**src/rtl/tdc_pkg.sv**
```systemverilog
package tdc_pkg;
  localparam int TAG_W  = 2;
  localparam int PAY_W  = 32;
  localparam int WORD_W = TAG_W + PAY_W;

  typedef enum logic [TAG_W-1:0] {
    TAG_NONE  = 2'b00,
    TAG_START = 2'b01,
    TAG_EVENT = 2'b10,
    TAG_STOP  = 2'b11
  } tdc_tag_e;
endpackage

```
**src/rtl/tdc_rst_sync.sv**
```systemverilog
module tdc_rst_sync (
  input  logic clk,
  input  logic rst_n,
  output logic rst_n_sync
);
  logic [1:0] stage_q;

  always_ff @(posedge clk or negedge rst_n) begin
    if (!rst_n) stage_q <= 2'b00;
    else        stage_q <= {stage_q[0], 1'b1};
  end

  assign rst_n_sync = stage_q[1];
endmodule

```
**src/rtl/tdc_sync.sv**
```systemverilog
// Two-flop synchronizer plus one history stage for edge detection.
module tdc_sync #(
  parameter int W = 1
) (
  input  logic         clk,
  input  logic         rst_n,
  input  logic [W-1:0] d,
  output logic [W-1:0] cur,
  output logic [W-1:0] prv
);
  logic [W-1:0] meta_q, cur_q, prv_q;

  always_ff @(posedge clk or negedge rst_n) begin
    if (!rst_n) begin
      meta_q <= '0;
      cur_q  <= '0;
      prv_q  <= '0;
    end else begin
      meta_q <= d;
      cur_q  <= meta_q;
      prv_q  <= cur_q;
    end
  end

  assign cur = cur_q;
  assign prv = prv_q;
endmodule

```
**src/rtl/tdc_tick.sv**
```systemverilog
// Tick source: internal divider or synchronized external edge.
module tdc_tick #(
  parameter int DIV_W = 16
) (
  input  logic             clk,
  input  logic             rst_n,
  input  logic             restart,
  input  logic [DIV_W-1:0] div_ratio,
  input  logic             ext_sel,
  input  logic             ext_rise,
  output logic             tick
);
  logic [DIV_W-1:0] dcnt_q, dcnt_nx, ratio_eff;
  logic             int_tick;

  always_comb begin
    ratio_eff = (div_ratio == '0) ? DIV_W'(1) : div_ratio;
    int_tick  = (dcnt_q >= (ratio_eff - DIV_W'(1)));
    if (restart || int_tick) dcnt_nx = '0;
    else                     dcnt_nx = dcnt_q + DIV_W'(1);
    tick = ext_sel ? ext_rise : int_tick;
  end

  always_ff @(posedge clk or negedge rst_n) begin
    if (!rst_n) dcnt_q <= '0;
    else        dcnt_q <= dcnt_nx;
  end
endmodule

```
**src/rtl/tdc_stamp.sv**
```systemverilog
module tdc_stamp #(
  parameter int TS_W = 24
) (
  input  logic            clk,
  input  logic            rst_n,
  input  logic            clear,
  input  logic            tick,
  output logic [TS_W-1:0] stamp
);
  logic [TS_W-1:0] cnt_q, cnt_nx;
  logic            cnt_en;

  always_comb begin
    cnt_en = clear | tick;
    cnt_nx = clear ? '0 : cnt_q + TS_W'(1);
  end

  always_ff @(posedge clk or negedge rst_n) begin
    if (!rst_n)      cnt_q <= '0;
    else if (cnt_en) cnt_q <= cnt_nx;
  end

  assign stamp = cnt_q;
endmodule

```
**src/rtl/tdc_framer.sv**
```systemverilog
// Builds start / event / stop words and drives the FIFO write port.
module tdc_framer
  import tdc_pkg::*;
#(
  parameter int MODEL = 1,
  parameter int NCH   = 8,
  parameter int TS_W  = 24
) (
  input  logic              clk,
  input  logic              rst_n,
  input  logic              gate_rise,
  input  logic              gate_fall,
  input  logic              tick,
  input  logic [NCH-1:0]    ch_rise,
  input  logic [TS_W-1:0]   stamp,
  input  logic              fifo_full,
  output logic              fifo_wr,
  output logic [WORD_W-1:0] fifo_wdata,
  output logic              overflow
);
  logic              open_q, open_nx;
  logic [NCH-1:0]    pend_q, pend_nx, hits;
  logic              ovf_q, ovf_nx;
  logic              wr_q, wr_nx;
  logic [WORD_W-1:0] word_q, word_nx;
  logic              want;
  tdc_tag_e          tag;
  logic [PAY_W-1:0]  pay, evt_pay, stamp_pay;

  assign stamp_pay = PAY_W'(stamp);

  generate
    if (MODEL == 1) begin : g_mask
      assign evt_pay = PAY_W'({hits, stamp});
    end else begin : g_single
      assign evt_pay = stamp_pay;
    end
  endgenerate

  always_comb begin
    hits    = pend_q | ch_rise;
    want    = 1'b0;
    tag     = TAG_NONE;
    pay     = '0;
    open_nx = open_q;
    pend_nx = pend_q;
    if (gate_rise) begin
      want    = 1'b1;
      tag     = TAG_START;
      open_nx = 1'b1;
      pend_nx = '0;
    end else if (gate_fall) begin
      want    = 1'b1;
      tag     = TAG_STOP;
      pay     = stamp_pay;
      open_nx = 1'b0;
      pend_nx = '0;
    end else if (open_q) begin
      if (tick && (hits != '0)) begin
        want    = 1'b1;
        tag     = TAG_EVENT;
        pay     = evt_pay;
        pend_nx = '0;
      end else begin
        pend_nx = hits;
      end
    end
    ovf_nx  = gate_rise ? (want & fifo_full) : (ovf_q | (want & fifo_full));
    wr_nx   = want & ~fifo_full;
    word_nx = {tag, pay};
  end

  always_ff @(posedge clk or negedge rst_n) begin
    if (!rst_n) begin
      open_q <= 1'b0;
      pend_q <= '0;
      ovf_q  <= 1'b0;
      wr_q   <= 1'b0;
    end else begin
      open_q <= open_nx;
      pend_q <= pend_nx;
      ovf_q  <= ovf_nx;
      wr_q   <= wr_nx;
    end
  end

  always_ff @(posedge clk or negedge rst_n) begin
    if (!rst_n)     word_q <= '0;
    else if (wr_nx) word_q <= word_nx;
  end

  assign fifo_wr    = wr_q;
  assign fifo_wdata = word_q;
  assign overflow   = ovf_q;
endmodule

```
**src/rtl/gated_tdc.sv**
```systemverilog
module gated_tdc
  import tdc_pkg::*;
#(
  parameter  int MODEL = 1,
  parameter  int DIV_W = 16,
  localparam int NCH   = (MODEL == 1) ? 8 : 1,
  localparam int TS_W  = (MODEL == 1) ? 24 : 32
) (
  input  logic              clk,
  input  logic              rst_n,
  input  logic [DIV_W-1:0]  div_ratio,
  input  logic              ext_sel,
  input  logic              ext_clk,
  input  logic              gate_in,
  input  logic [NCH-1:0]    evt_in,
  input  logic              fifo_full,
  output logic              fifo_wr,
  output logic [WORD_W-1:0] fifo_wdata,
  output logic              overflow
);
  logic            rst_i;
  logic            gate_cur, gate_prv, ext_cur, ext_prv;
  logic [NCH-1:0]  evt_cur, evt_prv;
  logic            gate_rise, gate_fall, ext_rise, tick;
  logic [NCH-1:0]  ch_rise;
  logic [TS_W-1:0] stamp;

  tdc_rst_sync u_rst (.clk(clk), .rst_n(rst_n), .rst_n_sync(rst_i));

  tdc_sync #(.W(1)) u_sync_gate (
    .clk(clk), .rst_n(rst_i), .d(gate_in), .cur(gate_cur), .prv(gate_prv));
  tdc_sync #(.W(1)) u_sync_ext (
    .clk(clk), .rst_n(rst_i), .d(ext_clk), .cur(ext_cur), .prv(ext_prv));
  tdc_sync #(.W(NCH)) u_sync_evt (
    .clk(clk), .rst_n(rst_i), .d(evt_in), .cur(evt_cur), .prv(evt_prv));

  assign gate_rise = gate_cur & ~gate_prv;
  assign gate_fall = ~gate_cur & gate_prv;
  assign ext_rise  = ext_cur & ~ext_prv;
  assign ch_rise   = evt_cur & ~evt_prv;

  tdc_tick #(.DIV_W(DIV_W)) u_tick (
    .clk(clk), .rst_n(rst_i), .restart(gate_rise), .div_ratio(div_ratio),
    .ext_sel(ext_sel), .ext_rise(ext_rise), .tick(tick));

  tdc_stamp #(.TS_W(TS_W)) u_stamp (
    .clk(clk), .rst_n(rst_i), .clear(gate_rise), .tick(tick), .stamp(stamp));

  tdc_framer #(.MODEL(MODEL), .NCH(NCH), .TS_W(TS_W)) u_framer (
    .clk(clk), .rst_n(rst_i), .gate_rise(gate_rise), .gate_fall(gate_fall),
    .tick(tick), .ch_rise(ch_rise), .stamp(stamp), .fifo_full(fifo_full),
    .fifo_wr(fifo_wr), .fifo_wdata(fifo_wdata), .overflow(overflow));
endmodule

```
**config.mk**
```make
export PLATFORM = sky130hd
export DESIGN_NAME = gated_tdc
export DESIGN_NICKNAME = d
export VERILOG_FILES = /design/src/rtl/tdc_pkg.sv /design/src/rtl/tdc_rst_sync.sv /design/src/rtl/tdc_sync.sv /design/src/rtl/tdc_tick.sv /design/src/rtl/tdc_stamp.sv /design/src/rtl/tdc_framer.sv /design/src/rtl/gated_tdc.sv
export SDC_FILE = /design/constraint.sdc
export NUM_CORES = 1
export LEC_CHECK = 0
export ABC_AREA = 1
export CORE_MARGIN = 2
export CORE_UTILIZATION = 60
export CTS_BUF_LIST = sky130_fd_sc_hd__clkbuf_8
export DETAILED_ROUTE_END_ITERATION = 8
export PLACE_DENSITY = 0.84
export SKIP_LAST_GASP = 1
export SYNTH_ARGS = -nofsm -noshare
export SYNTH_HDL_FRONTEND = slang
export SYNTH_SLANG_ARGS = --single-unit
```
**constraint.sdc**
```tcl
create_clock -name clk -period 7.41 [get_ports clk]
set_input_delay 0.741 -clock clk [delete_from_list [all_inputs] [get_ports clk]]
set_output_delay 0.741 -clock clk [all_outputs]
set_load 0.03 [all_outputs]
```
* Word level (Yosys, flattened, before mapping)
Index checks and enable logic that the tools add are counted.
** Operators by class
- Add/subtract/negate cells :: 3
- Multipliers :: 0
- Div/mod/pow operators :: 0
- Magnitude comparators :: 1
- Equal/unequal tests :: 0
- Shifts and indexed selects :: 0
- Multiplexer cells :: 23
- Bitwise logic cells :: 14
- Reductions and logical operators :: 6
** Operators by type and width (count)
- two-way mux 32 bit :: 4
- two-way mux 16 bit :: 2
- two-way mux 8 bit :: 4
- adder 24 x 1 -> 24 bit (second input constant) :: 1
- two-way mux 24 bit :: 1
- adder 16 x 1 -> 16 bit (second input constant) :: 1
- >= comparator 16 bit :: 1
- zero test 16 bit :: 1
- subtractor 16 x 1 -> 16 bit (second input constant) :: 1
- bitwise AND 8 bit :: 1
- two-way mux 1 bit :: 8
- two-way mux 2 bit :: 4
- NOT 8 bit :: 1
- OR 8 bit :: 1
- nonzero test 8 bit :: 1
- bitwise AND 1 bit :: 5
- NOT 1 bit :: 4
- nonzero test 3 bit :: 1
- OR 1 bit :: 2
- nonzero test 2 bit :: 1
- logical AND 1 bit :: 1
- logical OR 1 bit :: 1
** Word-level totals
- Flip-flop bits (word level) :: 117
- Latch bits :: 0
- RAM bits :: 0
- Memory bits (read-only) :: 0
- Output and inout bits :: 36
- Memories :: 0

* Depth between registers and ports, before layout
Gate-level depths: netlist of run 1.
- Depth after elaboration :: 13
- Mapped depth :: 28

* Modules after synthesis
A second synthesis of run 1 with hierarchy kept.
** Unflattened totals
- Cells, all modules :: 717
- Area, all modules :: 5930.7 um^2
** Modules (own cells, without submodules)
- tdc_framer :: times used 1, cells each 216, area an instance 1941.9 um^2, seq. area each 1126.1 um^2
- tdc_tick :: times used 1, cells each 228, area an instance 1650.3 um^2, seq. area each 400.4 um^2
- tdc_stamp :: times used 1, cells each 218, area an instance 1451.4 um^2, seq. area each 600.6 um^2
- tdc_sync (u_sync_evt) :: times used 1, cells each 24, area an instance 600.6 um^2, seq. area each 600.6 um^2
- tdc_sync (u_sync_ext ...) :: times used 2, cells each 3, area an instance 75.1 um^2, seq. area each 75.1 um^2
- gated_tdc :: times used 1, cells each 22, area an instance 82.6 um^2, seq. area each 0.0 um^2
- tdc_rst_sync :: times used 1, cells each 3, area an instance 53.8 um^2, seq. area each 50.0 um^2

* Worst setup path before layout of run 1
No wires, ideal clock.
- Path kind :: input to register
- From :: in div_ratio[5]
- To :: reg u_framer.word_q[13] (netlist: u_framer.fifo_wdata[13])
- Setup time :: 0.118 ns
- Arrival time :: 3.179 ns
- Path slack :: 4.113 ns
- Stages :: 26
- Cells stage by stage :: nor2_1 nand2_1 nor2_1 nand3_1 nand2_1 inv_1 ha_1 nand2_1 inv_1 nand2_1 nor3_1 xor2_1 inv_1 ha_1 nand2_1 nor3_1 nand2_1 nand2_1 nand2_1 nand2_2 nand3_4 nand2_4 nand2_4 buf_6 nand2_1 nand2_1
** On the way
- Longest elaborated chain between the ends :: 11
- Elaborated cells on any way between the ends :: 15
- Classes of those cells :: add/sub (1); order compare (1); mux (10); bitwise (1); reduce/logical (2)
** RTL lines
- start, declared :: line gated_tdc.sv:11 : input logic [DIV_W-1:0] div_ratio,
- zero test 16 bit :: line tdc_tick.sv:17 : ratio_eff = (div_ratio == '0) ? DIV_W'(1) : div_ratio;
- two-way mux 16 bit (*) :: line tdc_tick.sv:17
- subtractor 16 x 1 -> 16 bit (*) :: line tdc_tick.sv:18 : int_tick = (dcnt_q >= (ratio_eff - DIV_W'(1)));
- >= comparator 16 bit (*) :: line tdc_tick.sv:18
- two-way mux 1 bit (*) :: line tdc_tick.sv:21 : tick = ext_sel ? ext_rise : int_tick;
- logical AND 1 bit (*) :: line tdc_framer.sv:59 : if (tick && (hits != '0)) begin
- two-way mux 1 bit :: line tdc_framer.sv:59
- two-way mux 1 bit :: line tdc_framer.sv:58 : end else if (open_q) begin
- two-way mux 1 bit :: line tdc_framer.sv:52 : end else if (gate_fall) begin
- two-way mux 1 bit :: line tdc_framer.sv:47 : if (gate_rise) begin
- bitwise AND 1 bit :: line tdc_framer.sv:69 : wr_nx = want & ~fifo_full;
- end signal, assigned :: line tdc_framer.sv:89 : else if (wr_nx) word_q <= word_nx;
- end, declared :: line tdc_framer.sv:25 : logic [WORD_W-1:0] word_q, word_nx;
Every way passes the cells marked *; elsewhere a longest branch is shown, timed or not.
A chain may end at the register's enable or synchronous reset.

* Final worst setup path of run 1
- From :: in div_ratio[2]
- To :: reg u_stamp.cnt_q[17] (netlist: u_stamp.stamp[17])
** On the way
- Longest elaborated chain between the ends :: 6
** RTL lines
- zero test 16 bit :: line tdc_tick.sv:17
- two-way mux 16 bit (*) :: line tdc_tick.sv:17
- subtractor 16 x 1 -> 16 bit (*) :: line tdc_tick.sv:18
- >= comparator 16 bit (*) :: line tdc_tick.sv:18
- two-way mux 1 bit (*) :: line tdc_tick.sv:21
- OR 1 bit (*) :: line tdc_stamp.sv:14 : cnt_en = clear | tick;
- end signal, assigned :: line tdc_stamp.sv:20 : else if (cnt_en) cnt_q <= cnt_nx;
- end, declared :: line tdc_stamp.sv:10 : logic [TS_W-1:0] cnt_q, cnt_nx;
Marks and branches as above.

==> impl_metrics.ini, run 1 <==
[clock_network]
cts_setup_buffers = 0
cts.path.max_buffers = 2
htreeDepth = 4
cts_resized = 0
clk-insertion-delay-late_ps = 440
root_buffer = clkbuf_8
path_clk_slew_ps = 70
cts_buffers = 17
cts_hold_buf = 0
cts.sinks = 117
cts_tree = done

[pwr]
p_per_area_nw_per_um2 = 208.3
p_leak_nw = 3.411
ir_drop_mv = 0.1501

[setup_path]
crit_path_end_kind = flip-flop
cp-start-kind = input pin
required_ps = 7720
crit_path_end = u_stamp.stamp[17]
reg2reg_depth = 5
arrival_ps = 4540
worstSetupPathType = in2reg
crit_start = div_ratio[2]
r2r-end = u_stamp.stamp[17]
reg2reg_slack_ps = 4530
r2r-start = u_sync_gate.cur
crit_fanout = 26

[worst_hold_path]
hp-class = reg2reg

[final_layout]
n_antenna_cell = 0
seq_area_um2 = 2932
final_util = 0.7437
synthToLayoutAreaGrowth_pct = 19.28
fill_cells = 700
multi_input_area_um2 = 2396
fin_nets = 814
final_layout_size_suffix_gt1_frac = 0.06830

[floorplan]
die_area_um2 = 10450
boundaryPins = 66
rows = 35
fp.dieW_um = 102.2
start_util = 0.6235
die_y_um = 102.2
core-area_um2 = 9284

[sta]
period_share = 0.5704
finClkSkew_ps = 14.25
rsz0062_at_grt = false
hold_viol_final = 0
setup_viol = 0
period_needed_ps = 4227
worst_pin_slew_ps = 898.5
final.setup.tns_ps = 0
timing.final.ws_setup_ps = 3183
relSlewSlack = 0.3993
max_freq_mhz = 236.6
slew_violations = 0

[logic_synthesis]
ys_top_cells_by_area = dfrtp_1 (51%), nand2_1 (12%), inv_1 (6.2%)
synth_nets = 744
synth_flop_cell = dfrtp_1
ys_seq_area_frac = 0.5058
synth.distinct_cells = 30
synth_warnings = 0
syn_area_per_cell_um2 = 8.352
async_reset_ff_frac = 1.000
syn_area_um2 = 5788
synth_enable_flop_cells = 0
synth_cells = 693
synth_largest_area_cell = dfrtp_1
synth_top_area_frac = 0.5058
synth_seq_cells = 117

[routing]
ant_nets = 0
drc_errors = 0
drt-initial-drc-count = 366
firstDrtPassIters = 6
avgRoutedWirePerCell_um = 14.13
vias = 4933
wirelength_mm = 12.79
vias_per_cell = 5.451

[global_routing]
grt_pass1_wl_mm = 21.94
track_usage = 0.2688
antenna_found_initial = 0
overflow = 0
first_global_vias = 4887
grt_max_degree = 59

[placement]
gp_congestion = 0.9092
dp_worst_setup_slack_ps = 2782
io_buffer_count = 65
hpwlAfterDp_mm = 8.819

[job]
maxCapViolCount = 0

[outcome]
status = complete, no violations
stage by stage:
stage | instance area (um^2) | instances | total power, W | hold WS, ps
floorplan | 5788 | 693 | 0.0008158 | 331.2
global placement | 6515 | 873 | 0.0008639 | 331.1
detailed placement | 6515 | 873 | 0.0008767 | 334.7
CTS | 6904 | 905 | 0.001444 | 352.2
global route | 6904 | 905 | 0.001503 | 357.4
finish | 6904 | 905 | 0.001438 | 349.1
power breakdown:
group / internal (W) / switching (W)
Clock: 0.000283 / 0.000289
Sequential: 0.000670 / 0.0000259
Combinational: 0.0000641 / 0.000106
cells in the final DEF, fill, tap and decap left out, types with 3 or more instances in the layout:
| cell | n |
|---|---|
| nor3_1 | 18 |
| o21ai_0 | 31 |
| nor4_1 | 5 |
| nand4_1 | 19 |
| o22ai_1 | 8 |
| dfrtp_1 | 116 |
| nor2_1 | 53 |
| inv_6 | 5 |
| xor2_1 | 21 |
| nor2_2 | 7 |
| a21oi_1 | 13 |
| nor3b_1 | 4 |
| clkbuf_8 | 18 |
| clkdlybuf4s50_1 | 65 |
| clkinvlp_4 | 3 |
| nand2_1 | 184 |
| nand3_1 | 64 |
| xnor2_1 | 4 |
| inv_1 | 95 |
| ha_1 | 21 |
logic make-up (layout without fill, tap and decap cells):
logic type	count (synthesis)	after routing	share of synthesized area
other	1	1	0.0006479
buffers and inverters	112	195	0.08020
xor gates and xnor gates	25	25	0.03783
AOI/OAI and AO/OA	53	53	0.04799
adders and majority gates	21	21	0.04540
DFF	117	117	0.5058
and+or+nand+nor	364	364	0.2821
area by class of cell:
| cell class | instances | share of cell area |
|---|---|---|
| inverter | 96 | 0.05219 |
| sequential | 117 | 0.4246 |
| clock buffer | 18 | 0.03588 |
| timing repair buffer | 67 | 0.09641 |
| multi-input combinational | 464 | 0.3470 |
| tap | 129 | 0.02338 |
| clock inverter | 14 | 0.02048 |
how the worst min path moves through the flow:
stage / startpoint / cells past startpoint / slack (ps) / end
finish: u_sync_evt.meta_q[5] / 0 / 350 / u_sync_evt.cur[5]
floorplan: u_rst.stage_q[0] / 0 / 330 / u_rst.stage_q[1]
CTS: u_sync_ext.meta_q / 0 / 350 / u_sync_ext.cur
global placement: u_sync_gate.meta_q / 0 / 330 / u_sync_gate.cur
global route: u_sync_ext.meta_q / 0 / 360 / u_sync_ext.cur
detailed placement: u_sync_evt.meta_q[5] / 0 / 330 / u_sync_evt.cur[5]
worst max-delay path, cell delays in order:
cell             delay [ps]
clkdlybuf4s50_1         540
nor2_1                   70
nor3b_1                 140
nand3_1                  60
nand2_1                  60
inv_1                   100
ha_1                    200
nand2_1                 110
inv_1                    90
nand2_1                  90
nor3_1                  200
xor2_1                  170
inv_1                    60
ha_1                    270
nand2_1                  90
o21ai_0                 110
a21oi_1                 170
nand2_1                  80
nand2_1                  90
nand3_1                 620
inv_1                   350
o21ai_0                 130
synthesized netlist by cell type (2+ instances only):
cell type    n
inv_1       95
nand2_2      2
xor2_1      21
nor2_1      53
nand2_1    184
buf_2        2
ha_1        21
or2_2        2
xnor2_1      4
nor4_1       5
nor3_1      18
o22ai_1      8
buf_6        5
a21oi_1     13
clkbuf_1     8
nor3b_1      4
nand4_1     19
dfrtp_1    117
nand3_1     64
nand2_4      2
nor2_2       7
o21ai_0     31
registers in the layout, summed over array words and instances, names as in the netlist, 2 cells and up:
signal and flops:
u_framer.fifo_wdata 34, u_framer.pend_q 8, u_rst.stage_q 2, u_stamp.stamp 24, u_sync_evt.cur 8, u_sync_evt.meta_q 8, u_sync_evt.prv 8, u_tick.dcnt_q 16
per-layer routing:
layer | vias to the layer above | global-route usage | share of wire | routed length (um)
met5 | - | 0 | 0 | 0
met4 | 0 | 0.1036 | 0.020 | 251
met3 | 36 | 0.05746 | 0.061 | 775
met2 | 193 | 0.4327 | 0.48 | 6114
met1 | 2341 | 0.3620 | 0.44 | 5647
li1 | 2363 | - | - | -
No activity file was read; power rests on OpenSTA's default activity.
==> inputs of run 2 (changes only) <==
--- a/config.mk
+++ b/config.mk
@@ -7,10 +7,10 @@
 export LEC_CHECK = 0
 export ABC_AREA = 1
 export CORE_MARGIN = 2
-export CORE_UTILIZATION = 60
+export CORE_UTILIZATION = 58
 export CTS_BUF_LIST = sky130_fd_sc_hd__clkbuf_8
 export DETAILED_ROUTE_END_ITERATION = 8
-export PLACE_DENSITY = 0.84
+export PLACE_DENSITY = 0.82
 export SKIP_LAST_GASP = 1
 export SYNTH_ARGS = -nofsm -noshare
 export SYNTH_HDL_FRONTEND = slang
==> constraint.sdc (replaced) <==
create_clock -name clk -period 3.9 [get_ports clk]
set_input_delay 0.39 -clock clk [delete_from_list [all_inputs] [get_ports clk]]
set_output_delay 0.39 -clock clk [all_outputs]
set_load 0.03 [all_outputs]
==> impl_metrics.ini, run 2 (same netlist as run 1, synthesis figures left out) <==
[setup_path]
critPathBufInv = 5
cp_num_cells = 25
r2r-start = u_sync_gate.cur
max_stage_delay_ps = 470
worstSetupPathType = in2reg
cp-start-kind = input pin
reg2reg_slack_ps = 1500
required_ps = 4230
crit_fanout = 8
critPathTopFamily = simple AND/OR/NAND/NOR gates
crit_slowest_cell = clkdlybuf4s50_1
crit_path_end_kind = flip-flop
r2r-end = u_tick.dcnt_q[9]
reg2reg_depth = 5
cp_common_cell = nand2_1
arrival_ps = 3830

[final_layout]
largest_reg_flops = 34
seq_area_um2 = 2932
fill_cells = 763
synthToLayoutAreaGrowth_pct = 22.31
final_util = 0.7276
multi_input_area_um2 = 2421
n_antenna_cell = 0
fin_nets = 819
final_layout_size_suffix_gt1_frac = 0.07170
layout_commonest_cell = nand2_1
final_cell_mix = nand2_1 (184), dfrtp_1 (116), inv_1 (99)

[pwr]
p_leak_nw = 3.510
switching_share = 0.2395
power.switching_w = 0.0007148
p_per_area_nw_per_um2 = 421.6
internal-power_w = 0.002270
power_frac_seq = 0.443
ir_drop_mv = 0.3028
p_clk_frac = 0.446
pwr-share-comb = 0.111

[sta]
setup_viol = 0
finClkSkew_ps = 9.640
slew_violations = 0
period_needed_ps = 3497
worst_pin_slew_ps = 827.4
final.setup.tns_ps = 0
max_freq_mhz = 286.0
period_share = 0.8966
relSlewSlack = 0.4478
hold_viol_final = 0

[clock_network]
cts_hold_buf = 0
clk-insertion-delay-late_ps = 430
cts_resized = 0
cts_tree = done
cts_setup_buffers = 0
path_clk_slew_ps = 70
cts.sinks = 117
cts.path.max_buffers = 2
root_buffer = clkbuf_8
cts_buffers = 17
htreeDepth = 4

[global_routing]
grt_max_degree = 62
first_global_vias = 4928
overflow = 0
antenna_found_initial = 0
track_usage = 0.2596
grt_pass1_wl_mm = 22.66

[floorplan]
rows = 36
boundaryPins = 66
core-area_um2 = 9729
die_y_um = 103.9
fp.dieW_um = 103.9
die_area_um2 = 10790
start_util = 0.5949

[job]
maxCapViolCount = 0

[placement]
gp_congestion = 0.8980
hpwlAfterDp_mm = 9.218
io_buffer_count = 65

[routing]
drt-initial-drc-count = 340
firstDrtPassIters = 6
avgRoutedWirePerCell_um = 14.25
wirelength_mm = 13.03
vias = 4897
ant_nets = 0
vias_per_cell = 5.358
drc_errors = 0

[worst_hold_path]
hp-class = in2async

[outcome]
status = complete, no violations
[run 2: changes by cell type in the layout (fill, tap and decap cells not counted), sizes merged]
| cell | change |
|---|---|
| clkbuf | +2 |
| bufinv | +5 |
| buf | +5 |
| clkinv | -1 |
| clkinvlp | -3 |
| inv | -3 |
[run 2: metrics by stage]
step / setup WS [ps] / hold slack [ps] / instance area [um^2] / power [W] / std cells
floorplan: 399.2 / 94.41 / 5788 / 0.001550 / 693
global route: -10.78 / 99.67 / 7079 / 0.003115 / 914
detailed placement: -124.4 / 341.8 / 6570 / 0.001671 / 882
global placement: 113.2 / 332.0 / 6570 / 0.001650 / 882
CTS: 304.5 / 100.8 / 7054 / 0.003002 / 914
finish: 403.4 / 124.3 / 7079 / 0.002985 / 914
[run 2: worst reg2reg max path: stages, from the launching register on]
cell     delay, ps
dfrtp_1        400
ha_1           330
inv_1          660
nand3_1        420
buf_4          300
nor3b_1        210
[run 2: worst max path at each step]
| stage | startpoint | end | slack, ps |
|---|---|---|---|
| 2_1_floorplan | u_rst.stage_q[1] | u_framer.fifo_wdata[0] | 400 |
| 3_3_place_gp | div_ratio[3] | u_framer.fifo_wdata[10] | 110 |
| 3_5_place_dp | div_ratio[3] | u_framer.fifo_wdata[12] | -120 |
| 4_1_cts | div_ratio[3] | u_framer.fifo_wdata[12] | 300 |
| 5_1_grt | div_ratio[3] | u_framer.pend_q[1] | -10 |
| 6_report | div_ratio[5] | u_framer.pend_q[4] | 400 |
[run 2: power by group through the flow]
stage | Clock, W | Sequential, W | Combinational [W]
final | 0.00133 | 0.00132 | 0.000331
after floorplan | 0 | 0.00136 | 0.000189
after detailed placement | 0 | 0.00135 | 0.000325
after global placement | 0 | 0.00134 | 0.000308
after global routing | 0.00141 | 0.00133 | 0.000372
after CTS | 0.00135 | 0.00132 | 0.000327
[run 2: area by class of cell]
type                    instances  area share
well taps                     133     0.02351
multi-input cells             464      0.3420
inverters                      96     0.05090
repair buffers                 72      0.1011
clock buffers                  20     0.03888
flip-flops and latches        117      0.4141
clock inverters                12     0.02952
[run 2: routing by layer]
layer / share of wire / track usage
met5: 0 / 0
met4: 0.013 / 0.07529
met3: 0.057 / 0.05890
met2: 0.48 / 0.4201
met1: 0.45 / 0.3545
